==> config.mk <==
export PLATFORM = sky130hd
export DESIGN_NAME = radio_spi_seq
export DESIGN_NICKNAME = d
export VERILOG_FILES = /design/src/rtl/radio_seq_pkg.sv /design/src/rtl/seq_busy_sync.sv /design/src/rtl/seq_spi_byte.sv /design/src/rtl/seq_hdr_build.sv /design/src/rtl/radio_spi_seq.sv
export SDC_FILE = /design/constraint.sdc
export NUM_CORES = 1
export LEC_CHECK = 0
export ABC_AREA = 1
export ABC_CLOCK_PERIOD_IN_PS = 2100
export BUFFER_PORTS_ARGS = -buffer_cell sky130_fd_sc_hd__buf_2
export CORE_ASPECT_RATIO = 1.25
export CORE_MARGIN = 5
export CORE_UTILIZATION = 45
export CTS_CLUSTER_SIZE = 8
export DETAILED_ROUTE_END_ITERATION = 10
export PLACE_DENSITY = 0.76
export REMOVE_ABC_BUFFERS = 1
export SLEW_MARGIN = 0
export SYNTH_ARGS = -nofsm -noshare
export SYNTH_HDL_FRONTEND = slang
export SYNTH_SLANG_ARGS = --single-unit
==> constraint.sdc <==
create_clock -name clk -period 2.1 [get_ports clk]
set_input_delay 0.42 -clock clk [delete_from_list [all_inputs] [get_ports clk]]
set_output_delay 0.42 -clock clk [all_outputs]
set_load 0.02 [all_outputs]
==> src/rtl/radio_seq_pkg.sv <==
package radio_seq_pkg;

  typedef enum logic [2:0] {
    K_CMD_WR = 3'd0,
    K_CMD_RD = 3'd1,
    K_REG_WR = 3'd2,
    K_REG_RD = 3'd3,
    K_BUF_WR = 3'd4,
    K_BUF_RD = 3'd5,
    K_WAKE   = 3'd6,
    K_RSVD   = 3'd7
  } xfer_kind_e;

  typedef enum logic [2:0] {
    S_IDLE,
    S_PRE,
    S_HDR,
    S_DATA,
    S_FIN,
    S_POST
  } seq_state_e;

  localparam int HDR_MAX = 4;

endpackage

==> src/rtl/seq_busy_sync.sv <==
module seq_busy_sync #(
  parameter int STAGES = 2
) (
  input  logic clk,
  input  logic rst_n,
  input  logic d_async,
  output logic q_sync
);
  logic [STAGES-1:0] chain;

  // Reset to 1: the transceiver is treated as busy until it is seen idle.
  always_ff @(posedge clk or negedge rst_n) begin
    if (!rst_n) chain <= '1;
    else        chain <= {chain[STAGES-2:0], d_async};
  end

  assign q_sync = chain[STAGES-1];
endmodule

==> src/rtl/seq_spi_byte.sv <==
module seq_spi_byte #(
  parameter int HALF_DIV = 2
) (
  input  logic       clk,
  input  logic       rst_n,
  input  logic       start,
  input  logic [7:0] tx_byte,
  input  logic       miso,
  output logic       sclk,
  output logic       mosi,
  output logic       done,
  output logic [7:0] rx_byte
);
  localparam int CW = (HALF_DIV > 1) ? $clog2(HALF_DIV) : 1;
  localparam logic [CW-1:0] CNT_LAST = CW'(HALF_DIV - 1);

  logic [CW-1:0] cnt;
  logic [2:0]    nbit;
  logic          act, sclk_q, done_q;
  logic [7:0]    sh, rx;

  always_ff @(posedge clk or negedge rst_n) begin
    if (!rst_n) begin
      cnt <= '0; nbit <= '0; act <= 1'b0; sclk_q <= 1'b0;
      done_q <= 1'b0; sh <= '0; rx <= '0;
    end else begin
      done_q <= 1'b0;
      if (start) begin
        sh <= tx_byte; act <= 1'b1; cnt <= '0; nbit <= '0; sclk_q <= 1'b0;
      end else if (act) begin
        if (cnt == CNT_LAST) begin
          cnt <= '0;
          if (!sclk_q) begin
            sclk_q <= 1'b1;                 // rising edge: sample
            rx     <= {rx[6:0], miso};
          end else begin
            sclk_q <= 1'b0;                 // falling edge: shift out next bit
            sh     <= {sh[6:0], 1'b0};
            if (nbit == 3'd7) begin
              act    <= 1'b0;
              done_q <= 1'b1;
            end else begin
              nbit <= nbit + 3'd1;
            end
          end
        end else begin
          cnt <= cnt + CW'(1);
        end
      end
    end
  end

  assign sclk    = sclk_q;
  assign mosi    = sh[7];
  assign done    = done_q;
  assign rx_byte = rx;

  // MOSI may only move while SCLK is low (mode 0).
  assert_mosi_steady_R2: assert property (@(posedge clk) disable iff (!rst_n)
    (sclk_q && $past(sclk_q)) |-> $stable(sh[7]));
  // A byte ends with SCLK low.
  assert_byte_ends_low_R2: assert property (@(posedge clk) disable iff (!rst_n)
    done_q |-> !sclk_q);
endmodule

==> src/rtl/seq_hdr_build.sv <==
module seq_hdr_build
  import radio_seq_pkg::*;
#(
  parameter logic [7:0] SLEEP_OP  = 8'h84,
  parameter logic [7:0] STATUS_OP = 8'hC0
) (
  input  logic [2:0]               kind,
  input  logic                     nobusy,
  input  logic [7:0]               opcode,
  input  logic [15:0]              addr,
  output logic [HDR_MAX-1:0][7:0]  hdr,
  output logic [2:0]               hdr_cnt,
  output logic                     is_read,
  output logic                     has_data,
  output logic                     skip_pre,
  output logic                     skip_post
);
  always_comb begin
    hdr       = '0;
    hdr[0]    = opcode;
    hdr_cnt   = 3'd1;
    is_read   = 1'b0;
    has_data  = 1'b1;
    skip_pre  = 1'b0;
    skip_post = (opcode == SLEEP_OP);
    unique case (xfer_kind_e'(kind))
      K_CMD_RD: begin
        hdr_cnt = 3'd2; is_read = 1'b1;
      end
      K_REG_WR, K_REG_RD: begin
        hdr[1]  = addr[15:8];
        hdr[2]  = addr[7:0];
        hdr_cnt = (kind == K_REG_RD) ? 3'd4 : 3'd3;
        is_read = (kind == K_REG_RD);
        if (nobusy) begin
          skip_pre  = 1'b1;
          skip_post = 1'b1;
        end
      end
      K_BUF_WR, K_BUF_RD: begin
        hdr[1]  = addr[7:0];
        hdr_cnt = (kind == K_BUF_RD) ? 3'd3 : 3'd2;
        is_read = (kind == K_BUF_RD);
      end
      K_WAKE: begin
        hdr[0]    = STATUS_OP;
        hdr_cnt   = 3'd2;
        has_data  = 1'b0;
        skip_pre  = 1'b1;
        skip_post = 1'b0;
      end
      default: ;  // command write and the spare code share one framing
    endcase
  end
endmodule

==> src/rtl/radio_spi_seq.sv <==
module radio_spi_seq
  import radio_seq_pkg::*;
#(
  parameter int         HALF_DIV  = 2,
  parameter int         LEN_W     = 8,
  parameter int         SYNC_STG  = 2,
  parameter logic [7:0] SLEEP_OP  = 8'h84,
  parameter logic [7:0] STATUS_OP = 8'hC0
) (
  input  logic             clk,
  input  logic             rst_n,
  input  logic             busy_in,
  input  logic             req_valid,
  output logic             req_ready,
  input  logic [2:0]       req_kind,
  input  logic             req_nobusy,
  input  logic [7:0]       req_opcode,
  input  logic [15:0]      req_addr,
  input  logic [LEN_W-1:0] req_len,
  input  logic             wr_valid,
  output logic             wr_ready,
  input  logic [7:0]       wr_data,
  output logic             rd_valid,
  input  logic             rd_ready,
  output logic [7:0]       rd_data,
  output logic             done,
  output logic             spi_cs_n,
  output logic             spi_sclk,
  output logic             spi_mosi,
  input  logic             spi_miso
);
  localparam logic [LEN_W-1:0] LEN_ONE = LEN_W'(1);

  seq_state_e              state;
  logic [HDR_MAX-1:0][7:0] hdr_q, b_hdr;
  logic [2:0]              hdr_n, hidx, b_cnt;
  logic [LEN_W-1:0]        len_q, dcnt;
  logic                    rd_mode, skip_post_q, launched;
  logic                    rd_valid_q, done_q;
  logic [7:0]              rd_data_q;
  logic                    b_rd, b_data, b_skip_pre, b_skip_post;
  logic                    busy_s, eng_start, eng_done;
  logic [7:0]              eng_tx, eng_rx;

  seq_busy_sync #(.STAGES(SYNC_STG)) u_sync (
    .clk(clk), .rst_n(rst_n), .d_async(busy_in), .q_sync(busy_s));

  seq_hdr_build #(.SLEEP_OP(SLEEP_OP), .STATUS_OP(STATUS_OP)) u_hdr (
    .kind(req_kind), .nobusy(req_nobusy), .opcode(req_opcode), .addr(req_addr),
    .hdr(b_hdr), .hdr_cnt(b_cnt), .is_read(b_rd), .has_data(b_data),
    .skip_pre(b_skip_pre), .skip_post(b_skip_post));

  seq_spi_byte #(.HALF_DIV(HALF_DIV)) u_byte (
    .clk(clk), .rst_n(rst_n), .start(eng_start), .tx_byte(eng_tx),
    .miso(spi_miso), .sclk(spi_sclk), .mosi(spi_mosi), .done(eng_done),
    .rx_byte(eng_rx));

  // Byte launch: headers freely, data gated by the streams.
  always_comb begin
    eng_start = 1'b0;
    eng_tx    = 8'h00;
    wr_ready  = (state == S_DATA) && !rd_mode && !launched;
    if (state == S_HDR) begin
      eng_start = !launched;
      eng_tx    = hdr_q[hidx[1:0]];
    end else if (state == S_DATA) begin
      if (rd_mode) eng_start = !launched && !rd_valid_q;
      else begin
        eng_start = wr_ready && wr_valid;
        eng_tx    = wr_data;
      end
    end
  end

  always_ff @(posedge clk or negedge rst_n) begin
    if (!rst_n) begin
      state <= S_IDLE; hdr_q <= '0; hdr_n <= 3'd1; hidx <= '0;
      len_q <= '0; dcnt <= '0; rd_mode <= 1'b0; skip_post_q <= 1'b0;
      launched <= 1'b0; rd_valid_q <= 1'b0; rd_data_q <= '0; done_q <= 1'b0;
    end else begin
      done_q <= 1'b0;
      if (eng_start)     launched <= 1'b1;
      else if (eng_done) launched <= 1'b0;
      if (rd_valid_q && rd_ready) rd_valid_q <= 1'b0;
      unique case (state)
        S_IDLE: if (req_valid) begin
          hdr_q       <= b_hdr;
          hdr_n       <= b_cnt;
          rd_mode     <= b_rd;
          len_q       <= b_data ? req_len : '0;
          skip_post_q <= b_skip_post;
          hidx        <= '0;
          dcnt        <= '0;
          state       <= b_skip_pre ? S_HDR : S_PRE;
        end
        S_PRE: if (!busy_s) state <= S_HDR;
        S_HDR: if (eng_done) begin
          if (hidx == hdr_n - 3'd1) state <= (len_q == '0) ? S_FIN : S_DATA;
          else                      hidx  <= hidx + 3'd1;
        end
        S_DATA: if (eng_done) begin
          if (rd_mode) begin
            rd_data_q  <= eng_rx;
            rd_valid_q <= 1'b1;
          end
          if (dcnt == len_q - LEN_ONE) state <= S_FIN;
          else                         dcnt  <= dcnt + LEN_ONE;
        end
        S_FIN: if (!rd_valid_q) begin
          if (skip_post_q) begin
            done_q <= 1'b1;
            state  <= S_IDLE;
          end else begin
            state <= S_POST;
          end
        end
        S_POST: if (!busy_s) begin
          done_q <= 1'b1;
          state  <= S_IDLE;
        end
        default: state <= S_IDLE;
      endcase
    end
  end

  assign req_ready = (state == S_IDLE);
  assign spi_cs_n  = !((state == S_HDR) || (state == S_DATA));
  assign rd_valid  = rd_valid_q;
  assign rd_data   = rd_data_q;
  assign done      = done_q;

  assert_sclk_in_frame_R2: assert property (@(posedge clk) disable iff (!rst_n)
    spi_sclk |-> !spi_cs_n);
  assert_pre_wait_R7: assert property (@(posedge clk) disable iff (!rst_n)
    (state == S_PRE && busy_s) |=> spi_cs_n);
  assert_accept_leaves_idle_R11: assert property (@(posedge clk) disable iff (!rst_n)
    (req_valid && req_ready) |=> !req_ready);
  assert_done_single_R11: assert property (@(posedge clk) disable iff (!rst_n)
    done |=> !done);
  assert_rd_hold_R12: assert property (@(posedge clk) disable iff (!rst_n)
    (rd_valid && !rd_ready) |=> (rd_valid && $stable(rd_data)));
  assert_rd_stall_R12: assert property (@(posedge clk) disable iff (!rst_n)
    rd_valid |-> !spi_sclk);
endmodule

### Yosys cells after proc, flatten, opt, wreduce, memory -nomap -nowiden

Index checks and enable logic that the tools add are counted.
Widths: inputs -> output; s select.

| word-level totals | value |
|---|---|
| flip-flop bits (word level) | 87 |
| latch bits | 0 |
| bits in writable memories | 0 |
| memory bits (read-only) | 0 |
| input bits | 51 |
| output and inout port bits | 15 |
| logic and storage cells | 163 |
| memories | 0 |

| cells by class | value |
|---|---|
| add/sub/neg operators | 6 |
| multipliers | 0 |
| div/mod/pow operators | 0 |
| $lt $le $gt $ge | 1 |
| equality and inequality tests | 26 |
| shifts and indexed selects | 0 |
| mux-type cells | 76 |
| bitwise operators | 2 |
| reduce and logical (&&, ||, !) cells | 30 |

Operators with widths:

| kind | count |
|---|---|
| $mux 8 | 14 |
| $mux 3 | 19 |
| $mux 1 | 32 |
| $pmux 8 s2 | 2 |
| $eq 3x3->1 const B | 6 |
| $pmux 3 s6 | 1 |
| $bmux 8 s2 | 1 |
| $reduce_and 4->1 | 4 |
| $ne 2x2->1 const B | 7 |
| $eq 3x2->1 const B | 4 |
| $reduce_bool 2->1 | 6 |
| $pmux 3 s3 | 1 |
| $add 8x1->8 const B | 1 |
| $eq 8x8->1 | 1 |
| $eq 8x8->1 const B | 1 |
| $logic_not 8->1 | 1 |
| $ne 2x1->1 const B | 4 |
| $reduce_and 8->1 | 1 |
| $sub 8x1->8 const B | 1 |
| $add 3x1->3 const B | 2 |
| $eq 3x1->1 const B | 2 |
| $pmux 1 s2 | 3 |
| $pmux 3 s2 | 1 |
| $reduce_and 3->1 | 2 |
| 13 further kinds | 24 |

### Logic depth before layout (Yosys ltp)

Gate-level depths: netlist (run 1).

| depth | value |
|---|---|
| depth after elaboration | 9 |
| depth in mapped cells | 16 |
| depth with buffers taken out | 16 |

### By module

From an unflattened synthesis (run 1), not the netlist that was laid out.

| unflattened totals | value |
|---|---|
| cell total of the unflattened synthesis | 717 |
| area, all modules | 5333.9 sq um |

By module, submodules not included:

| module | instances | cells each | area an instance (sq um) | sequential area each (sq um) |
|---|---|---|---|---|
| radio_spi_seq | 1 | 483 | 3734.8 | 1752.9 |
| seq_spi_byte | 1 | 128 | 1068.5 | 575.6 |
| seq_hdr_build | 1 | 104 | 478.0 | 0.0 |
| seq_busy_sync | 1 | 2 | 52.6 | 52.6 |

### Least setup slack after synthesis (run 1)

No wires, ideal clock.

| path | value |
|---|---|
| path kind | reg2reg |
| start point | register state[2] |
| end point | register hdr_q[17] (netlist name) |
| library setup time | 0.083 ns |
| arrival | 1.703 ns |
| required time | 2.017 ns |
| path slack | 0.315 ns |
| cell stages (with the launch flop) | 8 |
| buffers on the path | 2 |
| clock period less this slack | 1.785 ns |
| cell sequence | dfrtp_1 -> nor3_2 -> inv_1 -> nor2_1 -> buf_2 -> buf_4 -> nand3_1 -> o21ai_0 |

| on the way | value |
|---|---|
| cells in the longest elaborated chain, start to end | 2 |

RTL lines:

| element | RTL line | RTL |
|---|---|---|
| start: declaration | radio_spi_seq.sv:34 | `seq_state_e state;` |
| start signal: assignment | radio_spi_seq.sv:94 | `state <= b_skip_pre ? S_HDR : S_PRE;` |
| start signal: assignment | radio_spi_seq.sv:98 | `if (hidx == hdr_n - 3'd1) state <= (len_q == '0) ? S_FIN : S_DATA;` |
| $logic_not 3->1 | - |  |
| named net req_ready | radio_spi_seq.sv:14 | `output logic req_ready,` |
| $reduce_and 2->1 (no source line) | - |  |
| end signal: assignment | radio_spi_seq.sv:87 | `hdr_q <= b_hdr;` |
| end: declaration | radio_spi_seq.sv:35 | `logic [HDR_MAX-1:0][7:0] hdr_q, b_hdr;` |

The timed path passes the listed nets, and every way through them passes these cells.
A chain may end at the register's enable or synchronous reset.

### Worst setup path after layout (run 1)

| path | value |
|---|---|
| start point | register hdr_n[0] |
| end point | register hidx[1] |

| on the way | value |
|---|---|
| cells in the longest elaborated chain, start to end | 4 |

RTL lines:

| element | RTL line | RTL |
|---|---|---|
| start: declaration | radio_spi_seq.sv:36 | `logic [2:0] hdr_n, hidx, b_cnt;` |
| start signal: assignment | radio_spi_seq.sv:88 | `hdr_n <= b_cnt;` |
| $sub 3x1->3 | radio_spi_seq.sv:98 |  |
| $eq 3x3->1 | radio_spi_seq.sv:98 |  |
| $ne 2x2->1 (no source line) | - |  |
| $reduce_and 4->1 (no source line) | - |  |
| end signal: assignment | radio_spi_seq.sv:99 | `else hidx <= hidx + 3'd1;` |
| end: declaration | radio_spi_seq.sv:36 |  |

Every way passes these cells.

==> impl_metrics.csv, run 1 <==
group,metric,value,unit
outcome,status,"finished, final reports clean",
global_routing,grt_use_total,19.6,%
drt,wl_per_cell,14.1,um
power,p_leak,0.00276,uW
cts,post_cts_buffers,0,
yosys,yosys_warnings,0,
cts,postCtsResizedCells,0,
run,cap_violations,0,
yosys,ys_ff_latch,87,
worst_setup_path,crit_family,"simple AND/OR/NAND/NOR gates",
cts,numCtsBuffers,9,
global_routing,grt_pass1_wl,19.6,mm
global_routing,grt_pass1_vias,4242,
worst_setup_path,crit_slowest_cell,"dfstp_2",
final_layout,nNetsFinal,726,
final_layout,diodes,0,
worst_setup_path,start_kind,"register",
global_routing,grt_max_degree,58,
timing,hold_viol_final,0,
cts,clk_pin_slew,70,ps
worst_setup_path,endpoint_kind,"register",
floorplanning,rows,41,
power,vdd_drop_max,0.699,mV
power,power_switching,2910,uW
drt,vias,4169,
yosys,ys.flop_type,"dfrtp_1",
power,power_density,1320,nW/um^2
cts,cts_tree,"yes",
yosys,syn_avg_cell_area,7.73,sq um
worst_setup_path,arrival,2190,ps
timing,min_period_over_period,92.5,%
power,combPwrFrac,38.8,%
floorplanning,core,10100,sq um
worst_setup_path,critPathRequiredTime,2350,ps
power,p_clk_share,24.7,%
placement,portBuffers,65,
final_layout,finish.utilization,54.2,%
yosys,syn_area,4630,sq um
worst_setup_path,path_buf_inv,1,
worst_setup_path,crit_path_cell_trace,"inv_1 -> ha_1 -> xor2_1 -> o21ai_0 -> nor2_1 -> nor2_1 -> nor2_1 -> nor2_1 -> nand3_1 -> o21ai_0",
timing,clock.fmax,515,MHz
cts,ctsHoldBuffers,0,
worst_setup_path,crit_fanout,6,
power,p_int,4300,uW
placement,place_congestion,0.863,
worst_setup_path,critPathKind,"register to register",
drt,drc,0,
cts,clk_path_buf_depth,2,
power,p_sw_share,40.3,%
yosys,async_flop_share,100,%
final_layout,drive_gt1_share,16.7,%
global_routing,overflow,0,
yosys,yosysSeqAreaShare,47.1,%
final_layout,syn_to_final_growth,18.4,%
timing,grt_setup_unrepaired,"yes",
yosys,synth_cells,599,
worst_setup_path,cp_common_cell,"nor2_1",
worst_setup_path,worst_r2r_path_depth,10,
floorplanning,die-area,12400,sq um
timing,finalSetupViolations,0,
timing,slew_violations,0,
power,power_frac_seq,36.6,%
cts,clkSinkCount,87,
placement,dp_hpwl,8.29,mm
cts,htreeDepth,3,
timing,clock_skew,7.57,ps
floorplanning,die_y,123,um
worst_setup_path,rr_startpoint,"hdr_n[0]",
final_layout,design_area,5480,sq um
timing,period_minus_slack,1940,ps
floorplanning,initial_utilization,45.8,%
placement,placed_area,5120,sq um
worst_setup_path,r2r-end,"hidx[1]",
drt,dr.first_iter.drc_count,216,
timing,worstMarginPinSlew,541,ps
yosys,synth_cell_type_count,41,
worst_setup_path,worst-path-stages,10,
floorplanning,die_w,101,um
drt,wl,11.3,mm
drt,via_per_inst,5.21,
cts,root_buffer,"clkbuf_16",
drt,ant_nets,0,
floorplanning,ios,66,
timing,slew_headroom,63.9,%
global_routing,grt_antenna_before_repair,0,
cts,clkLatencyLatePin,340,ps
worst_setup_path,r2r_setup_slack,160,ps
drt,first_pass_iters,4,
yosys,synth_edf_count,0,
min_path,holdCritPathClass,"input port to async pin",
worst_setup_path,cpPeakStageDelay,530,ps
flip-flops by register name, summed over array words and instances (netlist names):
| register | count |
|---|---|
| hdr_q | 24 |
| dcnt | 8 |
| len_q | 8 |
| rd_data | 8 |
| u_byte.rx_byte | 8 |
| u_byte.sh | 8 |
| hdr_n | 3 |
| hidx | 3 |
| state | 3 |
| u_byte.nbit | 3 |
| u_sync.chain | 2 |
| done | 1 |
| launched | 1 |
| rd_mode | 1 |
| rd_valid | 1 |
| skip_post_q | 1 |
| u_byte.act | 1 |
| u_byte.cnt | 1 |
| u_byte.done | 1 |
| u_byte.sclk | 1 |
per-layer routing:
| layer | global-route usage (%) | part of all wire (%) | vias up |
|---|---|---|---|
| li1 | - | - | 2077 |
| met1 | 24.2 | 43 | 1990 |
| met2 | 34.3 | 52 | 85 |
| met3 | 3.39 | 3.4 | 17 |
| met4 | 6.66 | 1.5 | 0 |
| met5 | 0 | 0 | - |
kinds of logic after synthesis:
logic type               Yosys count  share of synthesized area, %
AO/OA/AOI/OAI                    124                          14.8
XOR/XNOR                           9                          1.70
adder cells (fa/ha/maj)            9                          2.43
buffers and inverters             97                          8.54
flip-flops                        87                          47.1
multiplexers                       1                         0.243
AND/OR/NAND/NOR                  272                          25.1
cell usage in the layout, fill, tap and decap left out, types with 2 or more instances in the layout:
| cell type | count |
|---|---|
| ha_1 | 9 |
| nor3b_1 | 2 |
| inv_1 | 71 |
| bufinv_16 | 2 |
| inv_6 | 2 |
| clkbuf_16 | 9 |
| dfstp_2 | 3 |
| xnor2_1 | 3 |
| a22oi_1 | 2 |
| a211oi_1 | 2 |
| nand4_1 | 4 |
| dfrtp_1 | 84 |
| buf_2 | 64 |
| o211ai_1 | 2 |
| nor4_1 | 2 |
| nor2_1 | 43 |
| inv_2 | 3 |
| nor3_2 | 3 |
| buf_4 | 9 |
| o21ai_1 | 9 |
| xor2_1 | 5 |
| nand2_4 | 2 |
| a21oi_1 | 19 |
| clkinv_1 | 3 |
| nand2_1 | 151 |
| o21ai_0 | 77 |
| nand3_1 | 57 |
| buf_12 | 2 |
| a22o_1 | 8 |
synth_stat cells, drive strengths merged (2+ instances only):
library cell	instances	share of area, %
a211oi	2	0.32
a21oi	19	2.1
a22o	8	1.5
a22oi	2	0.32
buf	11	1.5
clkbuf	8	0.65
clkinv	3	0.24
dfrtp	84	45
dfstp	3	1.7
ha	9	2.4
inv	75	6.1
nand2	154	13
nand3	59	6.7
nand4	4	0.54
nor2	45	3.7
nor3	4	0.65
nor3b	2	0.32
nor4	2	0.27
o211ai	2	0.32
o21ai	87	9.7
or2	2	0.27
xnor2	4	0.76
xor2	5	0.95
how the worst max path moves through the flow:
stage                   from        to  slack, ps
finish              hdr_n[0]   hidx[1]        160
global route        len_q[0]   dcnt[3]        -60
CTS                 len_q[0]   dcnt[5]         70
detailed placement  len_q[0]   dcnt[5]         70
global placement    hdr_n[0]  state[2]        130
floorplan           state[2]  hdr_n[1]      -1630
area by class of cell:
cell class,instances,area [sq um]
Inverter,78,295
Clock inverter,6,91.3
Timing Repair Buffer,75,428
Fill cell,938,4630
Sequential cell,87,2180
Tap cell,129,161
Clock buffer,10,239
Multi-Input combinational cell,415,2080
metrics by stage:
stage          setup TNS [ps]  instances  setup slack [ps]  hold WS (ps)  total power, uW
6_report                    0        800               158          4.86             7210
3_5_place_dp                0        784              69.6           350             5380
4_1_cts                     0        800              67.8          18.6             7180
3_3_place_gp                0        784               126           348             5270
2_1_floorplan          -41540        580             -1630           124             4560
5_1_grt                  -312        800             -57.5          30.6             7840
power by group through the flow:
| stage | combinational [uW] | sequential, uW | clock (uW) |
|---|---|---|---|
| after floorplan | 1970 | 2580 | 0 |
| after global placement | 2650 | 2620 | 0 |
| after detailed placement | 2730 | 2650 | 0 |
| after CTS | 2760 | 2630 | 1800 |
| after global routing | 3250 | 2720 | 1870 |
| final | 2800 | 2640 | 1780 |
(Power assumes the default switching activity.)
==> run 2: changes to the inputs <==
--- a/config.mk
+++ b/config.mk
@@ -5,7 +5,7 @@
 export SDC_FILE = /design/constraint.sdc
 export NUM_CORES = 1
 export LEC_CHECK = 0
-export ABC_AREA = 1
+export ABC_AREA = 0
 export ABC_CLOCK_PERIOD_IN_PS = 2100
 export BUFFER_PORTS_ARGS = -buffer_cell sky130_fd_sc_hd__buf_2
 export CORE_ASPECT_RATIO = 1.25
==> run 2 against run 1 <==
Compared with the run above: the flow now finishes with violations (setup timing); die area is 1.3% lower; maximum frequency decreased by 13%; worst hold slack better by 7.9 ps; synthesized area decreased by 1.4%; register-to-register slack worse by 300 ps; count of clock-buffer cells in the layout unchanged; synthesized cell count decreased by 20%; clock skew fell by 0.55 ps; clock power decreased by 4%; worst setup slack worse by 300 ps; largest power group is now sequential cells.
==> impl_metrics.csv, run 2 <==
group,metric,value,unit
drt,first_pass_iters,5,
worst_setup_path,critPathRequiredTime,2330,ps
worst_setup_path,endpoint_kind,"register",
global_routing,grt_pass1_vias,4036,
floorplanning,ios,66,
final_layout,finish.utilization,58.1,%
yosys,synth_top_family_by_area,"simple AND/OR/NAND/NOR gates",
cts,root_buffer,"clkbuf_16",
drt,met2RoutedLength,5.97,mm
final_layout,fin_cells,713,
outcome,violations,"setup timing",
global_routing,grt_use_total,19.8,%
cts,ctsHoldBuffers,0,
drt,top_layer_used,"met4",
worst_setup_path,cp-startpoint,"len_q[0]",
cts,clkSinkCount,87,
final_layout,largest_reg_flops,24,
worst_setup_path,r2r_setup_slack,-140,ps
final_layout,drive_gt1_share,30.8,%
placement,dp_slack,-188,ps
final_layout,final_common_cell,"nand2_1",
timing,slew_headroom,43.2,%
worst_setup_path,arrival,2470,ps
yosys,synth_edf_count,0,
yosys,synth-adder-area-share,2.47,%
yosys,synth-simple-area-share,18.1,%
final_layout,syn_to_final_growth,27.4,%
worst_setup_path,critPathKind,"register to register",
yosys,syn_avg_cell_area,9.53,sq um
final_layout,regMostFlops,"hdr_q",
yosys,synth_xor_area_share,2.80,%
global_routing,grt_max_degree,55,
timing,min_period_over_period,107,%
drt,ant_nets,0,
cts,clk_pin_slew,60,ps
worst_setup_path,crit_fanout,3,
yosys,synth.largest_area_cell,"dfrtp_1",
worst_setup_path,start_kind,"register",
final_layout,final_cell_mix,"nand2_1 (97), dfrtp_1 (83), buf_2 (64)",
min_path,holdCritPathClass,"input port to async pin",
cts,htreeDepth,3,
timing,layout_setup_ws,-139,ps
drt,vias,3973,
timing,holdWs,12.8,ps
yosys,yosys-top-cells-area,"dfrtp_1 (46%), nand2_1 (8.1%), o21ai_0 (4.8%), mux2_2 (4.4%), mux2i_1 (3.3%)",
yosys,ys.flop_type,"dfrtp_1",
yosys,synth_most_common_cell,"nand2_1",
yosys,synth_compound_area_share,17.2,%
drt,dr.first_iter.drc_count,213,
worst_setup_path,rr_startpoint,"len_q[0]",
yosys,yosys_warnings,0,
power,vdd_drop_max,0.445,mV
timing,hold_viol_final,0,
final_layout,n_fill_cell,850,
worst_setup_path,cp-endpoint,"dcnt[1]",
floorplanning,rows,41,
cts,cts_tree,"yes",
worst_setup_path,worst_r2r_path_depth,8,
placement,portBuffers,65,
placement,placed_area,5280,sq um
final_layout,design_area,5820,sq um
yosys,yosysSeqAreaShare,47.8,%
power,power_density,796,nW/um^2
yosys,synth_cell_type_count,60,
timing,clock_skew,7.02,ps
final_layout,diodes,0,
final_layout,nNetsFinal,640,
power,p_leak,0.00277,uW
timing,period_minus_slack,2240,ps
timing,grt_setup_unrepaired,"yes",
drt,met1_length,4.80,mm
yosys,ys_ff_latch,87,
drt,drc,0,
drt,wl_per_cell,16.3,um
global_routing,grt_antenna_before_repair,0,
yosys,synth_common_cells,"nand2_1 (98), dfrtp_1 (84), o21ai_0 (44)",
floorplanning,core,10000,sq um
global_routing,grt_pass1_wl,19.2,mm
yosys,synth_cells,479,
yosys,syn_area,4560,sq um
placement,dp_hpwl,8.18,mm
global_routing,overflow,0,
floorplanning,die_w,100,um
floorplanning,die-area,12300,sq um
worst_setup_path,r2r-end,"dcnt[1]",
placement,place_congestion,0.784,
timing,finalSetupViolations,11,
floorplanning,initial_utilization,45.6,%
timing,clock.fmax,447,MHz
cts,numCtsBuffers,9,
run,cap_violations,0,
drt,routed-wl-met3,482,um
placement,place_inst,688,
yosys,async_flop_share,100,%
timing,worstMarginPinSlew,849,ps
timing,slew_violations,0,
drt,via_per_inst,5.57,
floorplanning,die_y,123,um
drt,wl,11.6,mm
cts,clkLatencyLatePin,350,ps
cts,clk_path_buf_depth,2,
outcome,status,"finished with violations",
yosys,netlist.area_leader.share,46.1,%
yosys,synth_mux_area_share,8.23,%
## run 2: worst min-delay path by stage
stage / from / end / slack (ps) / depth (start not counted)
after CTS: rst_n / rd_data[1] / 20 / 1
after floorplan: rst_n / dcnt[0] / 120 / 0
after detailed placement: u_sync.chain[0] / u_sync.chain[1] / 350 / 0
final: rst_n / rd_data[0] / 10 / 1
after global routing: rst_n / rd_data[3] / 50 / 1
after global placement: u_sync.chain[0] / u_sync.chain[1] / 350 / 0
## run 2: report_power, final
group          internal [uW]  leakage [uW]  switching [uW]
logic                    418       0.00148             440
registers               1900       0.00114             166
clock network           1040      0.000153             668
total                   3360       0.00277            1270
## run 2: final cells by class
class,count,area [sq um],area share [%]
multi-input combinational,351,2370,40.7
timing repair buffer,114,728,12.5
sequential,87,2180,37.5
clock inverter,5,82.6,1.42
tap,129,161,2.78
inverter,17,63.8,1.10
clock buffer,10,229,3.94
## run 2: critical path, stage by stage, from the launching register on
cell and delay, ps:
dfrtp_1 390, buf_4 140, or2_4 230, buf_4 150
nor4_4 310, nor3b_4 90, a211oi_4 320, a211oi_2 150
mux2_1 350
## run 2: cell families after synthesis
family | count (synthesis)
AOI/OAI and AO/OA | 118
xor gates and xnor gates | 13
adders and majority gates | 9
muxes | 35
buffers and inverters | 41
and+or+nand+nor | 176
DFF | 87
## run 2: routing by layer
| layer | GRT usage (%) | vias up |
|---|---|---|
| met5 | 0 | - |
| met1 | 24.4 | 1935 |
| li1 | - | 1910 |
| met4 | 9.01 | 0 |
| met3 | 3.70 | 25 |
| met2 | 33.7 | 103 |
## run 2: repair_timing
| item | in CTS | in global routing |
|---|---|---|
| pin swaps | 5 | 12 |
| gates cloned | 0 | 0 |
| endpoints found under the setup margin | 13 | 15 |
| gates resized for setup | 11 | 20 |
| setup buffers | 5 | 5 |
## run 2: per-stage QoR
stage	setup TNS [ps]	power (uW)
detailed placement	-1690	2940
finish	-802	4630
floorplan	-34520	2610
global route	-1730	4860
global placement	-1060	2870
CTS	-795	4660
